$ cat config.mk
export PLATFORM = sky130hd
export DESIGN_NAME = pause_rx_inhibit
export DESIGN_NICKNAME = d
export VERILOG_FILES = /design/src/rtl/pause_pkg.sv /design/src/rtl/pause_frame_match.sv /design/src/rtl/slot_prescaler.sv /design/src/rtl/pause_countdown.sv /design/src/rtl/pause_rx_inhibit.sv
export SDC_FILE = /design/constraint.sdc
export NUM_CORES = 1
export LEC_CHECK = 0
export ABC_CLOCK_PERIOD_IN_PS = 2780
export BUFFER_PORTS_ARGS = -buffer_cell sky130_fd_sc_hd__buf_4
export CAP_MARGIN = 0
export CORE_MARGIN = 3
export CORE_UTILIZATION = 40
export DETAILED_ROUTE_END_ITERATION = 6
export GPL_ROUTABILITY_DRIVEN = 0
export PLACE_DENSITY = 0.78
export SYNTH_ARGS = -nofsm -noshare
export SYNTH_HDL_FRONTEND = slang
export SYNTH_SLANG_ARGS = --single-unit
$ cat constraint.sdc
create_clock -name clk -period 2.78 [get_ports clk]
set_clock_uncertainty 0.15 [all_clocks]
set_input_delay 0.556 -clock clk [delete_from_list [all_inputs] [get_ports clk]]
set_output_delay 0.556 -clock clk [all_outputs]
set_load 0.05 [all_outputs]
$ cat src/rtl/pause_pkg.sv
package pause_pkg;
  localparam int MAC_W = 48;
  localparam logic [MAC_W-1:0] PAUSE_MCAST_DA = 48'h0180C2000001;
  localparam logic [15:0]      MAC_CTRL_TYPE  = 16'h8808;
  localparam logic [15:0]      PAUSE_OPCODE   = 16'h0001;
endpackage

$ cat src/rtl/pause_frame_match.sv
module pause_frame_match
  import pause_pkg::*;
(
  input  logic             frame_valid,
  input  logic [MAC_W-1:0] dst_addr,
  input  logic [15:0]      type_fld,
  input  logic [15:0]      opcode_fld,
  input  logic [MAC_W-1:0] own_addr,
  input  logic             fc_en,
  input  logic             ucast_en,
  output logic             pause_hit
);
  logic mcast_da;
  logic own_da;
  logic ctrl_ok;

  always_comb begin
    mcast_da  = (dst_addr == PAUSE_MCAST_DA);
    own_da    = ucast_en && (dst_addr == own_addr);
    ctrl_ok   = (type_fld == MAC_CTRL_TYPE) && (opcode_fld == PAUSE_OPCODE);
    pause_hit = frame_valid && fc_en && ctrl_ok && (mcast_da || own_da);
  end
endmodule

$ cat src/rtl/slot_prescaler.sv
module slot_prescaler #(
  parameter int BITS_PER_SLOT = 512
) (
  input  logic clk,
  input  logic rst_n,
  input  logic restart,
  input  logic bit_tick,
  output logic slot_tick
);
  localparam int PW = (BITS_PER_SLOT > 1) ? $clog2(BITS_PER_SLOT) : 1;
  localparam logic [PW-1:0] LAST = PW'(BITS_PER_SLOT - 1);

  logic [PW-1:0] pre_q;
  logic [PW-1:0] pre_d;
  logic          pre_en;
  logic          wrap;

  always_comb begin
    wrap      = (pre_q == LAST);
    slot_tick = bit_tick && !restart && wrap;
    pre_en    = restart || bit_tick;
    if (restart)   pre_d = '0;
    else if (wrap) pre_d = '0;
    else           pre_d = pre_q + 1'b1;
  end

  always_ff @(posedge clk or negedge rst_n) begin
    if (!rst_n)      pre_q <= '0;
    else if (pre_en) pre_q <= pre_d;
  end

  AST_PRESCALER_RANGE: assert property (@(posedge clk) disable iff (!rst_n)
    pre_q <= LAST);
endmodule

$ cat src/rtl/pause_countdown.sv
module pause_countdown #(
  parameter int QUANTA_W = 16
) (
  input  logic                clk,
  input  logic                rst_n,
  input  logic                fc_en,
  input  logic                load,
  input  logic [QUANTA_W-1:0] load_val,
  input  logic                slot_tick,
  output logic [QUANTA_W-1:0] remaining
);
  logic [QUANTA_W-1:0] cnt_q;
  logic [QUANTA_W-1:0] cnt_d;
  logic                cnt_en;

  always_comb begin
    cnt_en = !fc_en || load || slot_tick;
    if (!fc_en)                       cnt_d = '0;
    else if (load)                    cnt_d = load_val;
    else if (slot_tick && cnt_q != 0) cnt_d = cnt_q - 1'b1;
    else                              cnt_d = cnt_q;
  end

  always_ff @(posedge clk or negedge rst_n) begin
    if (!rst_n)      cnt_q <= '0;
    else if (cnt_en) cnt_q <= cnt_d;
  end

  assign remaining = cnt_q;

  AST_OFF_WHEN_DISABLED: assert property (@(posedge clk) disable iff (!rst_n)
    !fc_en |=> cnt_q == '0);
  AST_LOAD_VALUE: assert property (@(posedge clk) disable iff (!rst_n)
    (fc_en && load) |=> cnt_q == $past(load_val));
  AST_STEP_DOWN_ONLY: assert property (@(posedge clk) disable iff (!rst_n)
    (fc_en && !load) |=> (cnt_q == $past(cnt_q)) || (cnt_q == $past(cnt_q) - 1'b1));
  AST_HOLD_NO_SLOT: assert property (@(posedge clk) disable iff (!rst_n)
    (fc_en && !load && !slot_tick) |=> $stable(cnt_q));
endmodule

$ cat src/rtl/pause_rx_inhibit.sv
module pause_rx_inhibit
  import pause_pkg::*;
#(
  parameter int BITS_PER_SLOT = 512,
  parameter int QUANTA_W      = 16
) (
  input  logic                clk,
  input  logic                rst_n,
  input  logic                frame_valid,
  input  logic [47:0]         rx_dst_addr,
  input  logic [15:0]         rx_type,
  input  logic [15:0]         rx_opcode,
  input  logic [QUANTA_W-1:0] rx_pause_time,
  input  logic [47:0]         station_addr,
  input  logic                rx_fc_en,
  input  logic                ucast_detect_en,
  input  logic                bit_tick,
  output logic                tx_inhibit,
  output logic [QUANTA_W-1:0] pause_remaining
);
  logic hit;
  logic slot_tick;
  logic pre_restart;

  pause_frame_match u_match (
    .frame_valid (frame_valid),
    .dst_addr    (rx_dst_addr),
    .type_fld    (rx_type),
    .opcode_fld  (rx_opcode),
    .own_addr    (station_addr),
    .fc_en       (rx_fc_en),
    .ucast_en    (ucast_detect_en),
    .pause_hit   (hit)
  );

  assign pre_restart = hit || !rx_fc_en;

  slot_prescaler #(.BITS_PER_SLOT(BITS_PER_SLOT)) u_pre (
    .clk       (clk),
    .rst_n     (rst_n),
    .restart   (pre_restart),
    .bit_tick  (bit_tick),
    .slot_tick (slot_tick)
  );

  pause_countdown #(.QUANTA_W(QUANTA_W)) u_cnt (
    .clk       (clk),
    .rst_n     (rst_n),
    .fc_en     (rx_fc_en),
    .load      (hit),
    .load_val  (rx_pause_time),
    .slot_tick (slot_tick),
    .remaining (pause_remaining)
  );

  assign tx_inhibit = (pause_remaining != '0);

  AST_UCAST_GATED: assert property (@(posedge clk) disable iff (!rst_n)
    (frame_valid && !ucast_detect_en && rx_dst_addr != PAUSE_MCAST_DA && pause_remaining == '0)
    |=> pause_remaining == '0);
  AST_BAD_OPCODE_IGNORED: assert property (@(posedge clk) disable iff (!rst_n)
    (frame_valid && rx_opcode != PAUSE_OPCODE && pause_remaining == '0)
    |=> pause_remaining == '0);
endmodule

[After elaboration in Yosys (flattened, before gate mapping)]
Index checks and enable logic that the tools add are counted.
Word-level totals
  bits in registers: 25
  bits of input ports: 150
  output and inout port bits: 17
  logic and storage cells: 31
Cells by class
  add/subtract/negate cells: 2
  eq/ne operators: 6
  multiplexer cells: 5
  reduce and logical (&&, ||, !) cells: 16
Operators with widths (number)
  $eq A48 B41 Y1 const B: 1
  $eq A48 B48 Y1: 1
  $mux W16: 3
  $mux W9: 2
  $eq A16 B1 Y1 const B: 1
  $eq A16 B16 Y1 const B: 1
  $reduce_bool A16 Y1: 1
  $sub A16 B1 Y16 const B: 1
  $add A9 B1 Y9 const B: 1
  $eq A9 B9 Y1 const B: 1
  $logic_and A1 B1 Y1: 8
  $logic_or A1 B1 Y1: 4
  $ne A3 B1 Y1 const B: 1
  $logic_not A1 Y1: 2
  $reduce_and A2 Y1: 1

[Logic depth before layout (Yosys ltp)]
Gate-level depths: netlist of run 1.
  depth in word-level cells: 12
  depth in mapped cells: 11
  gate-level depth less buffers: 10

[Cells and area by module]
From an unflattened synthesis of run 1, not the netlist that was laid out.
Unflattened totals
  cells, all modules: 266
  area, all modules: 2284.7 um2
By module, submodules not included
  pause_countdown: instances 1, cells an instance 112, area an instance 1016.0 um2, seq. area each 400.4 um2
  pause_frame_match: instances 1, cells an instance 94, area an instance 721.9 um2, seq. area each 0.0 um2
  slot_prescaler: instances 1, cells an instance 54, area an instance 509.2 um2, seq. area each 225.2 um2
  pause_rx_inhibit: instances 1, cells an instance 6, area an instance 37.5 um2, seq. area each 0.0 um2

[Least setup slack after synthesis of run 1]
Ideal clock, no wire load.
  path kind: reg-to-output
  start: register u_cnt.cnt_q[0] (netlist: u_cnt.remaining[0])
  end: output port tx_inhibit
  data arrival time: 1.998 ns
  required time: 2.074 ns
  setup slack: 0.076 ns
  stages on the path, launching flop included: 6
  buffers on the path: 0
  cell sequence: dfrtp_1 inv_1 ha_1 or4b_2 nor2_1 nand2_1
On the way
  word-level cells in the longest chain between the ends: 1
RTL lines
  start, declared: RTL line pause_countdown.sv:12  | logic [QUANTA_W-1:0] cnt_q;
  start signal, assigned: RTL line pause_countdown.sv:26  | else if (cnt_en) cnt_q <= cnt_d;
  $reduce_bool A16 Y1: RTL line pause_rx_inhibit.sv:56  | assign tx_inhibit = (pause_remaining != '0);
  end, declared: RTL line pause_rx_inhibit.sv:18  | output logic tx_inhibit,
No other way between the ends.

[Final worst setup path of run 1]
Ends and elaborated chain as after synthesis.

==> impl_metrics.csv, run 1 <==
group,metric,value,unit
floorplan,fp-row-count,27,
detailed_routing,drt_iter0_markers,110,
cells_and_area,most-common-layout-cells,"buf_4 (177), xnor2_1 (28), xor2_1 (24), dfrtp_1 (24), nor4_1 (23)",
cells_and_area,final_common_cell,"buf_4",
grt,grt_pass1_wl,13860,µm
grt,grt_pass1_vias,2911,
grt,groute.usage.overall,24.47,%
synthesis,ys_warn_count,0,
cells_and_area,layout-drive-gt1-share,45.59,%
clocking,clock-sinks,25,
detailed_routing,dr.pass1.iters,4,
pwr,switchingPower,228.8,µW
detailed_routing,dr_wl_met3,578,µm
place,io_buffers,166,
synthesis,async_flop_share,100.0,%
pwr,combPwrFrac,33.4,%
detailed_routing,wl_met1,3288,µm
pwr,pwr-share-seq,41.9,%
critical_path,start_kind,"flip-flop",
clocking,cts_root_buf,"clkbuf_8",
status,status,"finished clean",
cells_and_area,syn_to_final_growth,59.82,%
cells_and_area,final_util,67.31,%
timing,relSlewSlack,60.90,%
synthesis,syn-cell-area,2376,µm²
place,place_area,3734,µm²
floorplan,coreArea,5642,µm²
timing,final-max-slew-violation-count,0,
detailed_routing,wl_per_cell,16.79,µm
timing,finalSetupViolCount,0,
pwr,vdd_ir_drop_max,200.8,µV
critical_path,reg2reg_setup_slack,300,ps
floorplan,die_x,83.07,µm
synthesis,avgSynthCellArea,8.456,µm²
cells_and_area,ff_latch_area,626.9,µm²
critical_path,cp.required,2070,ps
pwr,power.share.switching,26.04,%
cells_and_area,nFillCells,473,
detailed_routing,postRouteWirelength,8829,µm
critical_path,worstSetupEndpointType,"output pin",
pwr,p_int,649.8,µW
run,cap_violations,0,
critical_path,reg2reg_depth,11,
synthesis,yosys_most_used_dff,"dfrtp_1",
grt,antenna_found_initial,0,
place,hpwl,7663,µm
cells_and_area,nets,608,
clocking,hold_buffers,0,
cells_and_area,final_area,3797,µm²
pwr,power,878.6,µW
timing,max_slew.worst_pin.slew,585.8,ps
critical_path,arrival,2060,ps
synthesis,yosysSeqAreaShare,26.33,%
pwr,p_per_area,231.4,nW/µm²
hold_path,hold_class,"input port to async pin",
synthesis,syn_inst,281,
timing,period_minus_slack,2768,ps
critical_path,path_class,"flip-flop to output pin",
synthesis,synth_edf_count,0,
timing,setup_tns,0,ps
timing,holdWs,29.77,ps
clocking,clockBufferDepth,2,
grt,grt_overflow,0,
floorplan,io-pin-count,167,
synthesis,synth-seq-cells,25,
floorplan,start_util,42.12,%
cells_and_area,multi_input_area,1665,µm²
critical_path,path_max_fanout,4,
detailed_routing,drc,0,
timing,fmax,0.3613,GHz
critical_path,rr_endpoint,"u_cnt.remaining[9]$_DFFE_PN0P_",
synthesis,synth.distinct_cells,48,
detailed_routing,top_layer,"met4",
clocking,clkTransAtPathRegs,90,ps
clocking,h-tree-depth,1,
grt,grt_max_degree,26,
timing,period_share,99.55,%
synthesis,synth_nets,434,
detailed_routing,postRouteAntennaNets,0,
detailed_routing,met2_wirelength,4642,µm
floorplan,die-area,6901,µm²
floorplan,die-height,83.07,µm
pwr,p_clk_share,24.8,%
clocking,cts_made_buffers,3,
pwr,p_leak,0.001726,µW
critical_path,r2r_start,"u_pre.pre_q[0]$_DFFE_PN0P_",
timing,finalHoldViolCount,0,
clocking,cts_tree,"done",
cells_and_area,antenna_cells,0,
clocking,clock_latency,270,ps
detailed_routing,via_per_inst,5.454,
detailed_routing,vias,2869,
-- registers in the layout, indices dropped and copies added (netlist names) --
name and count:
u_cnt.remaining 16, u_pre.pre_q 9
-- routing by layer --
layer	up-vias	GRT usage, %
li1	1396	-
met1	1312	27.56
met2	136	45.34
met3	25	4.266
met4	0	9.510
met5	-	0
-- critical path, stage by stage, from the launching register on --
cell     delay, ps
dfrtp_2        420
inv_1           60
ha_1           190
or4b_2         630
nor2_2         180
nand2_1         90
buf_4          220
-- cell usage after synthesis (all sizes together), types with 2 or more instances --
master	count	area [µm²]
xnor2	28	245.2
dfrtp	25	625.6
nor4	25	177.7
nor3	24	135.1
xor2	24	210.2
nor2	22	82.58
nand2	15	58.81
a21oi	12	63.81
a211oi	11	132.6
inv	11	41.29
nor4b	11	102.6
o21ai	11	55.05
nand4	10	62.56
nand3	8	40.04
buf	6	38.79
or3	4	30.03
ha	3	37.54
mux2i	3	30.03
nand2b	3	18.77
o2bb2ai	3	26.28
or2	3	18.77
and3	2	12.51
clkbuf	2	7.510
o221ai	2	17.52
-- logic make-up after synthesis --
| logic type | share of synthesized area (%) |
|---|---|
| xor+xnor | 19.17 |
| buf+inv | 3.686 |
| fa+ha+maj | 1.580 |
| compound gates | 14.75 |
| flops | 26.33 |
| mux | 1.264 |
| simple gates | 33.23 |
-- power by group through the flow --
stage	Combinational, µW	Clock, µW	Sequential (µW)
3_3_place_gp	289	0	375
3_5_place_dp	293	0	375
4_1_cts	294	222	368
6_report	293	218	368
2_1_floorplan	81.2	0	375
5_1_grt	318	243	368
-- final cells by class --
cell class	instances	area share [%]
Inverter	11	1.087
Multi-Input combinational cell	237	43.86
Clock buffer	4	1.186
Tap cell	72	2.372
Timing Repair Buffer	177	34.99
Sequential cell	25	16.51
-- what timing repair did --
action / in CTS / in global routing
setup buffers: 0 / 2
setup endpoints to repair: 0 / 1
resized for setup: 0 / 2
-- worst max path at each step --
| stage | cells after the start | endpoint | slack [ps] | startpoint |
|---|---|---|---|---|
| floorplan | 5 | tx_inhibit | 80 | u_cnt.remaining[0]$_DFFE_PN0P_ |
| global placement | 8 | u_cnt.remaining[0]$_DFFE_PN0P_ | 160 | rx_dst_addr[37] |
| detailed placement | 9 | u_cnt.remaining[13]$_DFFE_PN0P_ | 80 | rx_dst_addr[42] |
| CTS | 6 | tx_inhibit | 6 | u_cnt.remaining[0]$_DFFE_PN0P_ |
| global route | 6 | tx_inhibit | -60 | u_cnt.remaining[1]$_DFFE_PN0P_ |
| finish | 6 | tx_inhibit | 10 | u_cnt.remaining[0]$_DFFE_PN0P_ |
-- through the flow --
stage               setup slack, ps  std cells
finish                        12.50        526
floorplan                     76.18        281
global route                 -61.12        526
detailed placement            84.67        520
CTS                           6.168        524
global placement              162.5        520
Note: power is estimated with default switching activity, not from simulation.
==> run 2, diff against run 1 <==
Settings changed: BUFFER_PORTS_ARGS -buffer_cell sky130_fd_sc_hd__buf_4 to -buffer_cell sky130_fd_sc_hd__buf_2.
==> run 2 against run 1 <==
Net effect: core utilization fell by 7.3 points; cell area fell by 11%; non-clock buffer count did not move; clock power rose by 5%; die area did not move; cell count did not move; wire length fell by 3.8%; global-route usage fell by 0.30 points.
==> impl_metrics.csv, run 2 (synthesis gave the netlist of run 1 again) <==
group,metric,value,unit
status,status,"finished clean",
grt,antenna_found_initial,0,
critical_path,cpMaxStageDelayCell,"or4b_2",
detailed_routing,dr.pass1.iters,4,
pwr,p_leak,0.001602,µW
floorplan,die-area,6901,µm²
floorplan,coreArea,5642,µm²
clocking,cts_tree,"done",
grt,grt_overflow,0,
critical_path,rr_endpoint,"u_cnt.remaining[11]$_DFFE_PN0P_",
cells_and_area,most-common-layout-cells,"buf_2 (165), xnor2_1 (28), dfrtp_1 (25), xor2_1 (24), nor4_1 (23)",
critical_path,path_class,"flip-flop to output pin",
clocking,clkTransAtPathRegs,90,ps
clocking,h-tree-depth,1,
critical_path,crit_buf_inv,2,
hold_path,hold_class,"input port to async pin",
detailed_routing,postRouteWirelength,8491,µm
timing,final-max-slew-violation-count,0,
critical_path,arrival,2020,ps
place,io_buffers,166,
critical_path,crit_family,"simple AND/OR/NAND/NOR gates",
cells_and_area,nFillCells,510,
clocking,clock_latency,280,ps
clocking,cts_root_buf,"clkbuf_8",
pwr,p_per_area,245.6,nW/µm²
critical_path,r2r_start,"u_pre.pre_q[0]$_DFFE_PN0P_",
place,placedCellCount,519,
cells_and_area,largest_reg_flops,16,
run,cap_violations,0,
clocking,clock-sinks,25,
floorplan,die_x,83.07,µm
detailed_routing,drt_iter0_markers,120,
floorplan,io-pin-count,167,
clocking,cts_made_buffers,3,
timing,max_slew.worst_pin.slew,616.0,ps
critical_path,cp.required,2070,ps
cells_and_area,antenna_cells,0,
timing,period_minus_slack,2728,ps
detailed_routing,vias,2882,
timing,relSlewSlack,58.89,%
cells_and_area,syn_to_final_growth,42.55,%
timing,fmax,0.3666,GHz
grt,grt_pass1_wl,13850,µm
cells_and_area,layout-drive-gt1-share,45.81,%
critical_path,crit_chain,"inv_1, ha_2, or4b_2, nor2_2, nand2_1, buf_4",
clocking,clockBufferDepth,2,
timing,period_share,98.12,%
timing,finalHoldViolCount,0,
detailed_routing,postRouteAntennaNets,0,
timing,setup_tns,0,ps
place,hpwl,7223,µm
critical_path,reg2reg_setup_slack,260,ps
critical_path,max_stage_delay,620,ps
grt,grt_max_degree,26,
critical_path,path_max_fanout,4,
detailed_routing,drc,0,
cells_and_area,fin_cells,526,
cells_and_area,nets,608,
timing,finalSetupViolCount,0,
grt,grt_pass1_vias,2998,
clocking,hold_buffers,0,
cells_and_area,final_common_cell,"buf_2",
detailed_routing,via_per_inst,5.479,
critical_path,worstSetupEndpointType,"output pin",
critical_path,start_kind,"flip-flop",
critical_path,reg2reg_depth,11,
floorplan,die-height,83.07,µm
critical_path,startpoint,"u_cnt.remaining[0]$_DFFE_PN0P_",
grt,groute.usage.overall,24.17,%
detailed_routing,wl_per_cell,16.14,µm
floorplan,start_util,42.12,%
floorplan,fp-row-count,27,
pwr,vdd_ir_drop_max,133.2,µV
==> run 2: cell count changes in the layout (fill, tap and decap cells not counted), sizes merged <==
cell / before / now
clkinv: 0 / 1
clkbuf: 4 / 3
==> run 2: worst max path at each step <==
stage | endpoint | slack, ps | cells after the start
after floorplan | tx_inhibit | 80 | 5
after global placement | u_cnt.remaining[0]$_DFFE_PN0P_ | 160 | 8
after detailed placement | u_cnt.remaining[0]$_DFFE_PN0P_ | 140 | 8
after CTS | tx_inhibit | 6 | 6
after global routing | tx_inhibit | -3 | 6
final | tx_inhibit | 50 | 6
==> run 2: layout make-up <==
type / count / area, µm² / area share [%]
clock buffer: 3 / 41.29 / 1.219
timing repair buffer: 177 / 915.9 / 27.04
tap: 72 / 90.09 / 2.660
sequential: 25 / 625.6 / 18.47
multi-input combinational: 237 / 1668 / 49.24
inverter: 11 / 41.29 / 1.219
clock inverter: 1 / 5.005 / 0.1478
==> run 2: where the power goes <==
part / leakage, µW / total (µW) / internal (µW) / switching [µW]
Clock: 0.0000255 / 228 / 101 / 127
Sequential: 0.000348 / 368 / 365 / 2.53
Combinational: 0.00123 / 236 / 123 / 113
==> run 2: timing repair <==
action / CTS / global route
setup endpoints to repair: 1 / 1
gates resized for setup: 2 / 1
setup buffers: 0 / 3
cloned: 0 / 0
==> run 2: per-stage QoR <==
| stage | utilization, % | instance area (µm²) | total power, µW | hold slack [ps] | setup WS (ps) |
|---|---|---|---|---|---|
| detailed placement | 58.68 | 3311 | 610.3 | 373.3 | 138.3 |
| floorplan | - | 2376 | 455.9 | 110.4 | 76.18 |
| global route | 60.04 | 3387 | 876.4 | 165.8 | -3.484 |
| global placement | 58.68 | 3311 | 606.4 | 358.7 | 156.9 |
| finish | 60.04 | 3387 | 832.0 | 115.0 | 52.33 |
| CTS | 59.59 | 3362 | 834.6 | 135.3 | 6.136 |
==> run 2: worst reg2reg max path: cells and delay by family (launching register included) <==
family	cells	cell delay (ps)
xor gates and xnor gates	1	100
AOI/OAI and AO/OA	1	230
DFF	1	410
and+or+nand+nor	6	890
adders and majority gates	2	450
buffers and inverters	1	180
==> run 2: per-layer routing <==
metal / wire, µm / share of wire (%) / GRT usage [%]
met5: 0 / 0 / 0
met1: 3088 / 36 / 27.46
met4: 370 / 4.4 / 12.18
met2: 4436 / 52 / 44.02
met3: 596 / 7.0 / 2.976
